<file path="src/rtl/sdclk_pkg.sv">
package sdclk_pkg;

   typedef enum logic {
      LAUNCH_FALL = 1'b0,
      LAUNCH_RISE = 1'b1
   } launch_edge_e;

   // smallest divider keeping ref/(2N) at or below the ceiling
   function automatic int unsigned min_div(input int unsigned ref_hz,
                                           input int unsigned max_hz);
      int unsigned two_max;
      if (max_hz == 0) return 1;
      two_max = 2 * max_hz;
      return (ref_hz + two_max - 1) / two_max;
   endfunction

endpackage

</file>
<file path="src/rtl/sdclk_div_sel.sv">
module sdclk_div_sel #(
   parameter int unsigned DIV_W    = 8,
   parameter int unsigned MIN_DIV  = 1,
   parameter bit          BYP_OK   = 1'b1,
   parameter int unsigned RST_DIV  = 4,
   parameter int unsigned STAB_DLY = 2
) (
   input  logic             clk_ref,
   input  logic             rst_n,
   input  logic [DIV_W-1:0] div_val,
   input  logic             clk_en,
   input  logic             run_q,
   output logic [DIV_W-1:0] eff_div,
   output logic             reload,
   output logic             clk_stable
);
   localparam logic [DIV_W-1:0] MIN_V = DIV_W'(MIN_DIV);
   localparam logic [DIV_W-1:0] RST_V = DIV_W'(RST_DIV);

   logic [DIV_W-1:0]    want;
   logic [STAB_DLY-1:0] settle_q;

   always_comb begin
      if (div_val == '0 && BYP_OK)
         want = '0;
      else if (div_val < MIN_V)
         want = MIN_V;
      else
         want = div_val;
   end

   // take a new divider only while the clock rests
   assign reload = !clk_en && !run_q && (want != eff_div);

   always_ff @(posedge clk_ref or negedge rst_n) begin
      if (!rst_n) begin
         eff_div  <= RST_V;
         settle_q <= '0;
      end else if (reload) begin
         eff_div  <= want;
         settle_q <= '0;
      end else begin
         settle_q <= {settle_q[STAB_DLY-2:0], 1'b1};
      end
   end

   assign clk_stable = settle_q[STAB_DLY-1];

endmodule

</file>
<file path="src/rtl/sdclk_div_core.sv">
module sdclk_div_core #(
   parameter int unsigned DIV_W = 8
) (
   input  logic             clk_ref,
   input  logic             rst_n,
   input  logic [DIV_W-1:0] eff_div,
   input  logic             reload,
   input  logic             clk_en,
   input  logic             hs_mode,
   input  logic             byp_en_q,
   output logic             run_q,
   output logic             div_q,
   output logic             byp_act,
   output logic             launch_stb
);
   import sdclk_pkg::*;

   logic [DIV_W-1:0] cnt_q;
   logic             tc;
   launch_edge_e     edge_sel;

   assign byp_act  = (eff_div == '0);
   assign tc       = (cnt_q == eff_div - 1'b1);
   assign edge_sel = launch_edge_e'(hs_mode);

   always_ff @(posedge clk_ref or negedge rst_n) begin
      if (!rst_n) begin
         run_q <= 1'b0;
         div_q <= 1'b0;
         cnt_q <= '0;
      end else if (reload) begin
         cnt_q <= '0;
      end else if (byp_act) begin
         run_q <= clk_en;
         div_q <= 1'b0;
         cnt_q <= '0;
      end else if (!run_q) begin
         run_q <= clk_en;
         cnt_q <= '0;
      end else if (!clk_en && !div_q) begin
         run_q <= 1'b0;
         cnt_q <= '0;
      end else if (tc) begin
         cnt_q <= '0;
         div_q <= ~div_q;
      end else begin
         cnt_q <= cnt_q + 1'b1;
      end
   end

   always_comb begin
      if (byp_act)
         launch_stb = byp_en_q;
      else if (!run_q || !tc)
         launch_stb = 1'b0;
      else if (edge_sel == LAUNCH_RISE)
         launch_stb = !div_q && clk_en;
      else
         launch_stb = div_q;
   end

endmodule

</file>
<file path="src/rtl/sdclk_bypass_gate.sv">
module sdclk_bypass_gate (
   input  logic clk_ref,
   input  logic rst_n,
   input  logic run_req,
   output logic gated_clk,
   output logic en_q
);
   // enable moves only while the reference is low
   always_ff @(negedge clk_ref or negedge rst_n) begin
      if (!rst_n)
         en_q <= 1'b0;
      else
         en_q <= run_req;
   end

   assign gated_clk = clk_ref & en_q;

endmodule

</file>
<file path="src/rtl/sdclk_gen.sv">
module sdclk_gen #(
   parameter int unsigned DIV_W     = 8,
   parameter int unsigned REF_HZ    = 50_000_000,
   parameter int unsigned MAX_SD_HZ = 50_000_000,
   parameter int unsigned RST_DIV   = 4
) (
   input  logic             clk_ref,
   input  logic             rst_n,
   input  logic [DIV_W-1:0] div_val,
   input  logic             clk_en,
   input  logic             hs_mode,
   output logic             sd_clk,
   output logic             clk_stable,
   output logic             launch_stb
);
   localparam int unsigned MIN_DIV  = sdclk_pkg::min_div(REF_HZ, MAX_SD_HZ);
   localparam bit          BYP_OK   = (REF_HZ <= MAX_SD_HZ);
   localparam int unsigned DIV_MAX  = (1 << DIV_W) - 1;
   localparam int unsigned STAB_DLY = 2;

   if (DIV_W < 2 || DIV_W > 16) begin : g_bad_width
      $error("sdclk_gen: DIV_W out of range");
   end
   if (MAX_SD_HZ == 0 || REF_HZ == 0) begin : g_bad_freq
      $error("sdclk_gen: frequencies must be nonzero");
   end
   if (MIN_DIV > DIV_MAX) begin : g_bad_min
      $error("sdclk_gen: divider too narrow for the frequency ceiling");
   end
   if (RST_DIV < MIN_DIV || RST_DIV > DIV_MAX) begin : g_bad_rst
      $error("sdclk_gen: reset divider out of range");
   end

   logic [DIV_W-1:0] eff_div;
   logic             reload;
   logic             run_q;
   logic             div_q;
   logic             byp_act;
   logic             byp_clk;
   logic             byp_en_q;

   sdclk_div_sel #(
      .DIV_W   (DIV_W),
      .MIN_DIV (MIN_DIV),
      .BYP_OK  (BYP_OK),
      .RST_DIV (RST_DIV),
      .STAB_DLY(STAB_DLY)
   ) u_sel (
      .clk_ref   (clk_ref),
      .rst_n     (rst_n),
      .div_val   (div_val),
      .clk_en    (clk_en),
      .run_q     (run_q),
      .eff_div   (eff_div),
      .reload    (reload),
      .clk_stable(clk_stable)
   );

   sdclk_div_core #(
      .DIV_W(DIV_W)
   ) u_core (
      .clk_ref   (clk_ref),
      .rst_n     (rst_n),
      .eff_div   (eff_div),
      .reload    (reload),
      .clk_en    (clk_en),
      .hs_mode   (hs_mode),
      .byp_en_q  (byp_en_q),
      .run_q     (run_q),
      .div_q     (div_q),
      .byp_act   (byp_act),
      .launch_stb(launch_stb)
   );

   if (BYP_OK) begin : g_byp
      sdclk_bypass_gate u_gate (
         .clk_ref  (clk_ref),
         .rst_n    (rst_n),
         .run_req  (run_q & byp_act),
         .gated_clk(byp_clk),
         .en_q     (byp_en_q)
      );
   end else begin : g_nobyp
      assign byp_clk  = 1'b0;
      assign byp_en_q = 1'b0;
   end

   assign sd_clk = byp_act ? byp_clk : div_q;

endmodule

</file>
<file path="config.mk">
export PLATFORM = sky130hd
export DESIGN_NAME = sdclk_gen
export DESIGN_NICKNAME = d
export VERILOG_FILES = /design/src/rtl/sdclk_pkg.sv /design/src/rtl/sdclk_div_sel.sv /design/src/rtl/sdclk_div_core.sv /design/src/rtl/sdclk_bypass_gate.sv /design/src/rtl/sdclk_gen.sv
export SDC_FILE = /design/constraint.sdc
export NUM_CORES = 1
export LEC_CHECK = 0
export BUFFER_PORTS_ARGS = -buffer_cell sky130_fd_sc_hd__buf_4
export CORE_ASPECT_RATIO = 1.25
export CORE_MARGIN = 2
export CORE_UTILIZATION = 55
export CTS_CLUSTER_SIZE = 24
export DETAILED_ROUTE_END_ITERATION = 16
export PLACE_DENSITY = 0.86
export SLEW_MARGIN = 10
export SYNTH_ARGS = -nofsm -noshare
export SYNTH_HDL_FRONTEND = slang
export SYNTH_SLANG_ARGS = --single-unit
export TNS_END_PERCENT = 20
</file>
<file path="constraint.sdc">
create_clock -name clk_ref -period 2.55 [get_ports clk_ref]
set_input_delay 0.255 -clock clk_ref [delete_from_list [all_inputs] [get_ports clk_ref]]
set_output_delay 0.255 -clock clk_ref [all_outputs]
set_load 0.005 [all_outputs]
</file>
After elaboration in Yosys (flattened, before gate mapping)
Index checks and enable logic that the tools add are counted.
- register bits: 21
- input bits: 12
- output and inout bits: 3
- logic and storage cells: 49
- add/sub/neg operators: 2
- $lt $le $gt $ge: 1
- equal/unequal tests: 3
- multiplexer cells: 19
- bitwise operators: 4
- reductions and logical operators: 14
- operators with widths (kind ; count):
    $mux W8 ; 7
    $logic_not A8 Y1 ; 2
    $mux W1 ; 11
    $add A8 B1 Y8 const B ; 1
    $eq A8 B8 Y1 ; 1
    $lt A8 B1 Y1 const B ; 1
    $ne A8 B8 Y1 ; 1
    $sub A8 B1 Y8 const B ; 1
    $logic_and A1 B1 Y1 ; 4
    $logic_not A1 Y1 ; 4
    $reduce_and A4 Y1 ; 1
    $reduce_bool A2 Y1 ; 2
    $and A1 B1 Y1 ; 2
    $mux W2 ; 1
    $ne A2 B2 Y1 const B ; 1
    $not A1 Y1 ; 2
    $logic_or A1 B1 Y1 ; 1

Logic depth before layout (Yosys ltp)
- depth after elaboration: 7
- mapped depth: 9
- depth with buffers taken out: 8

Hierarchy
From an unflattened synthesis, not the netlist that was laid out.
- cell total of the unflattened synthesis: 133
- area total of the unflattened synthesis: 1331.3 µm²
- modules (own cells, without submodules) (module ; times used ; cells each ; area each (µm²)):
    sdclk_div_core ; 1 ; 96 ; 818.3
    sdclk_div_sel ; 1 ; 33 ; 459.2
    sdclk_bypass_gate ; 1 ; 2 ; 31.3
    sdclk_gen ; 1 ; 2 ; 22.5

==> run_results.csv <==
group,metric,value,unit
outcome,status,"finished with violations",
outcome,violations,"negative setup slack",
global_route,grt-ovfl-total,0,
floorplan,die_area,0.00274,mm^2
place,numPortBuffers,14,
floorplan,rows,19,
routing,vias,994,
critical_path,critical_path_class,"flip-flop to output pin",
routing,ant_nets,0,
yosys,synth_edf_count,0,
sta,hold_slack,0.0386,ns
critical_path,critPathLaunchType,"flip-flop",
sta,max-slew-margin-rel,70.6,%
critical_path,rr_endpoint,"g_byp.u_gate.en_q",
finish,fin_nets,165,
floorplan,start_util,58.2,%
yosys,synth-seq-area-share,41.0,%
yosys,syn_area,0.00129,mm^2
critical_path,path_max_fanout,2,
yosys,synth_common_cells,"19 x dfrtp_1, 18 x xnor2_1, 13 x nor2_1",
sta,skew,0.00796,ns
critical_path,critPathMaxStageDelay,0.43,ns
sta,slew_violations,0,
yosys,synthTopCellsByArea,"dfrtp_1 37%, xnor2_1 12%, mux2_2 7.0%",
yosys,yosysMostFrequentCell,"dfrtp_1",
critical_path,required,2.30,ns
critical_path,r2r-start,"u_sel.eff_div[3]",
floorplan,die_h,58.1,um
place,gp_congestion,0.887,
clock_network,post-cts-setup-buffer-count,0,
global_route,grt_pass1_vias,1057,
min_path,min_to,"u_core.run_q",
critical_path,ff2ff_path_depth,3,
power_and_ir_drop,p_total,1560,uW
critical_path,cp_slowest_cell,"dfrtn_1",
global_route,antenna_found_initial,0,
routing,drc,0,
finish,diodes,0,
yosys,synth.distinct_cells,35,
job,cap_viol_max_count,0,
finish,fillers,169,
critical_path,crit_arrival,2.41,ns
finish,drive_gt1_share,29.5,%
min_path,hp-class,"input port to flip-flop",
power_and_ir_drop,peakVddDrop,0.818,mV
critical_path,crit_chain,"nand2_1 -> o41ai_2 -> buf_4",
clock_network,clk_latency,0.42,ns
sta,grt_setup_unrepaired,"true",
global_route,grt_pass1_wl,4380,um
yosys,synthArstFlopShare,100,%
place,place_hpwl,1960,um
yosys,synth.top_cell.area_share,37.0,%
power_and_ir_drop,power_density,1030,mW/mm^2
routing,wirelength,2510,um
yosys,synth_ff_type,"dfrtp_1",
clock_network,path_clk_slew,0.12,ns
floorplan,core_area,0.00221,mm^2
sta,finalSetupTns,-0.215,ns
critical_path,critPathCaptureType,"output pin",
finish,area_growth,17.7,%
routing,via_per_inst,5.52,
critical_path,critPathBufInv,1,
global_route,grt_use_total,23.0,%
critical_path,critPathTopFamily,"flip-flops",
floorplan,die_x,47.3,um
clock_network,cts_tree,"built",
critical_path,cp-startpoint,"g_byp.u_gate.en_q",
routing,firstDrtPassIters,4,
yosys,ys_warn_count,0,
sta,worst_slack,-0.112,ns
yosys,ys_ff_latch,21,
yosys,syn_inst,126,
min_path,holdCritStartpoint,"clk_en",
yosys,yosys.area.top_type,"dfrtp_1",
global_route,grt_max_degree,22,
floorplan,pin_count,15,
sta,finalHoldViolCount,0,
sta,worst_pin_slew,0.437,ns
routing,wl_per_cell,14.0,um
critical_path,r2r_slack,0.11,ns
sta,setup_viol,3,
power_and_ir_drop,leakage,0.000646,uW
yosys,synth_area_per_cell,10.2,um^2
min_path,hold_depth,2,
routing,drt_iter0_markers,17,
yosys,syn_nets,141,
## worst max-delay path by stage
stage,end,slack (ns),depth (start not counted)
final,launch_stb,-0.11,3
after CTS,launch_stb,-0.12,3
after detailed placement,g_byp.u_gate.en_q,0.12,3
after floorplan,g_byp.u_gate.en_q,0.01,5
after global routing,launch_stb,-0.18,3
after global placement,g_byp.u_gate.en_q,0.19,3
## final cells by class
class | count | area (um^2) | area share (%)
Inverter | 3 | 11.3 | 0.744
Sequential cell | 21 | 527 | 34.8
Timing Repair Buffer | 22 | 168 | 11.1
Multi-Input combinational cell | 95 | 713 | 47.1
Tap cell | 31 | 38.8 | 2.56
Clock buffer | 8 | 56.3 | 3.72
## power by group
group          leakage (uW)  switching [uW]  internal (uW)
clock network     0.0000353             124            126
registers          0.000258             113            443
logic              0.000352             370            385
## state kept, by name, indices dropped and copies added, names as in the netlist
register / count
u_sel.settle_q: 2
u_core.cnt_q: 8
u_core.div_q: 1
u_core.run_q: 1
u_sel.eff_div: 8
g_byp.u_gate.en_q: 1
## through the flow
step           area (um^2)  util, %  setup slack (ns)  instances
3_3_place_gp          1450     65.5             0.189        172
3_5_place_dp          1450     65.5             0.117        172
6_report              1510     68.5            -0.112        180
4_1_cts               1510     68.5            -0.120        180
5_1_grt               1510     68.5            -0.183        180
2_1_floorplan         1300        -            0.0138        126
## cell usage in the layout, fill, tap and decap left out, types with 3 or more instances in the layout
cell type / count
nand3_1: 6
clkbuf_4: 6
nand4_1: 4
mux2_2: 8
inv_1: 3
xnor2_1: 18
xor2_1: 7
nor2_1: 13
o21ai_0: 5
dfrtp_1: 19
nand2_1: 8
buf_4: 22
ha_1: 3
and3_1: 3
## worst reg2reg max path: stages (launching register included)
cell and delay, ns:
dfrtp_1 0.41, nor4_2 0.30, nor4bb_1 0.34, and2_1 0.17
## kinds of logic after synthesis
group | synth area share (%)
AOI/OAI and AO/OA | 8.07
adders and majority gates | 2.92
muxes | 7.00
xor gates and xnor gates | 17.0
and+or+nand+nor | 19.4
DFF | 41.0
buffers and inverters | 4.67
## metal layers
metal | track usage [%] | vias up | wire [um]
met2 | 36.3 | 20 | 1310
met3 | 4.98 | 10 | 62
met4 | 15.1 | 0 | 77
met1 | 26.8 | 487 | 1060
li1 | - | 477 | -
met5 | 0 | - | 0
## repair_timing
item                                    CTS  global route
resized for setup                         2             0
hold endpoints to repair                 20             0
pin swaps                                 1             1
hold buffers                              1             0
endpoints found under the setup margin    3             3
(Power assumes the default switching activity.)
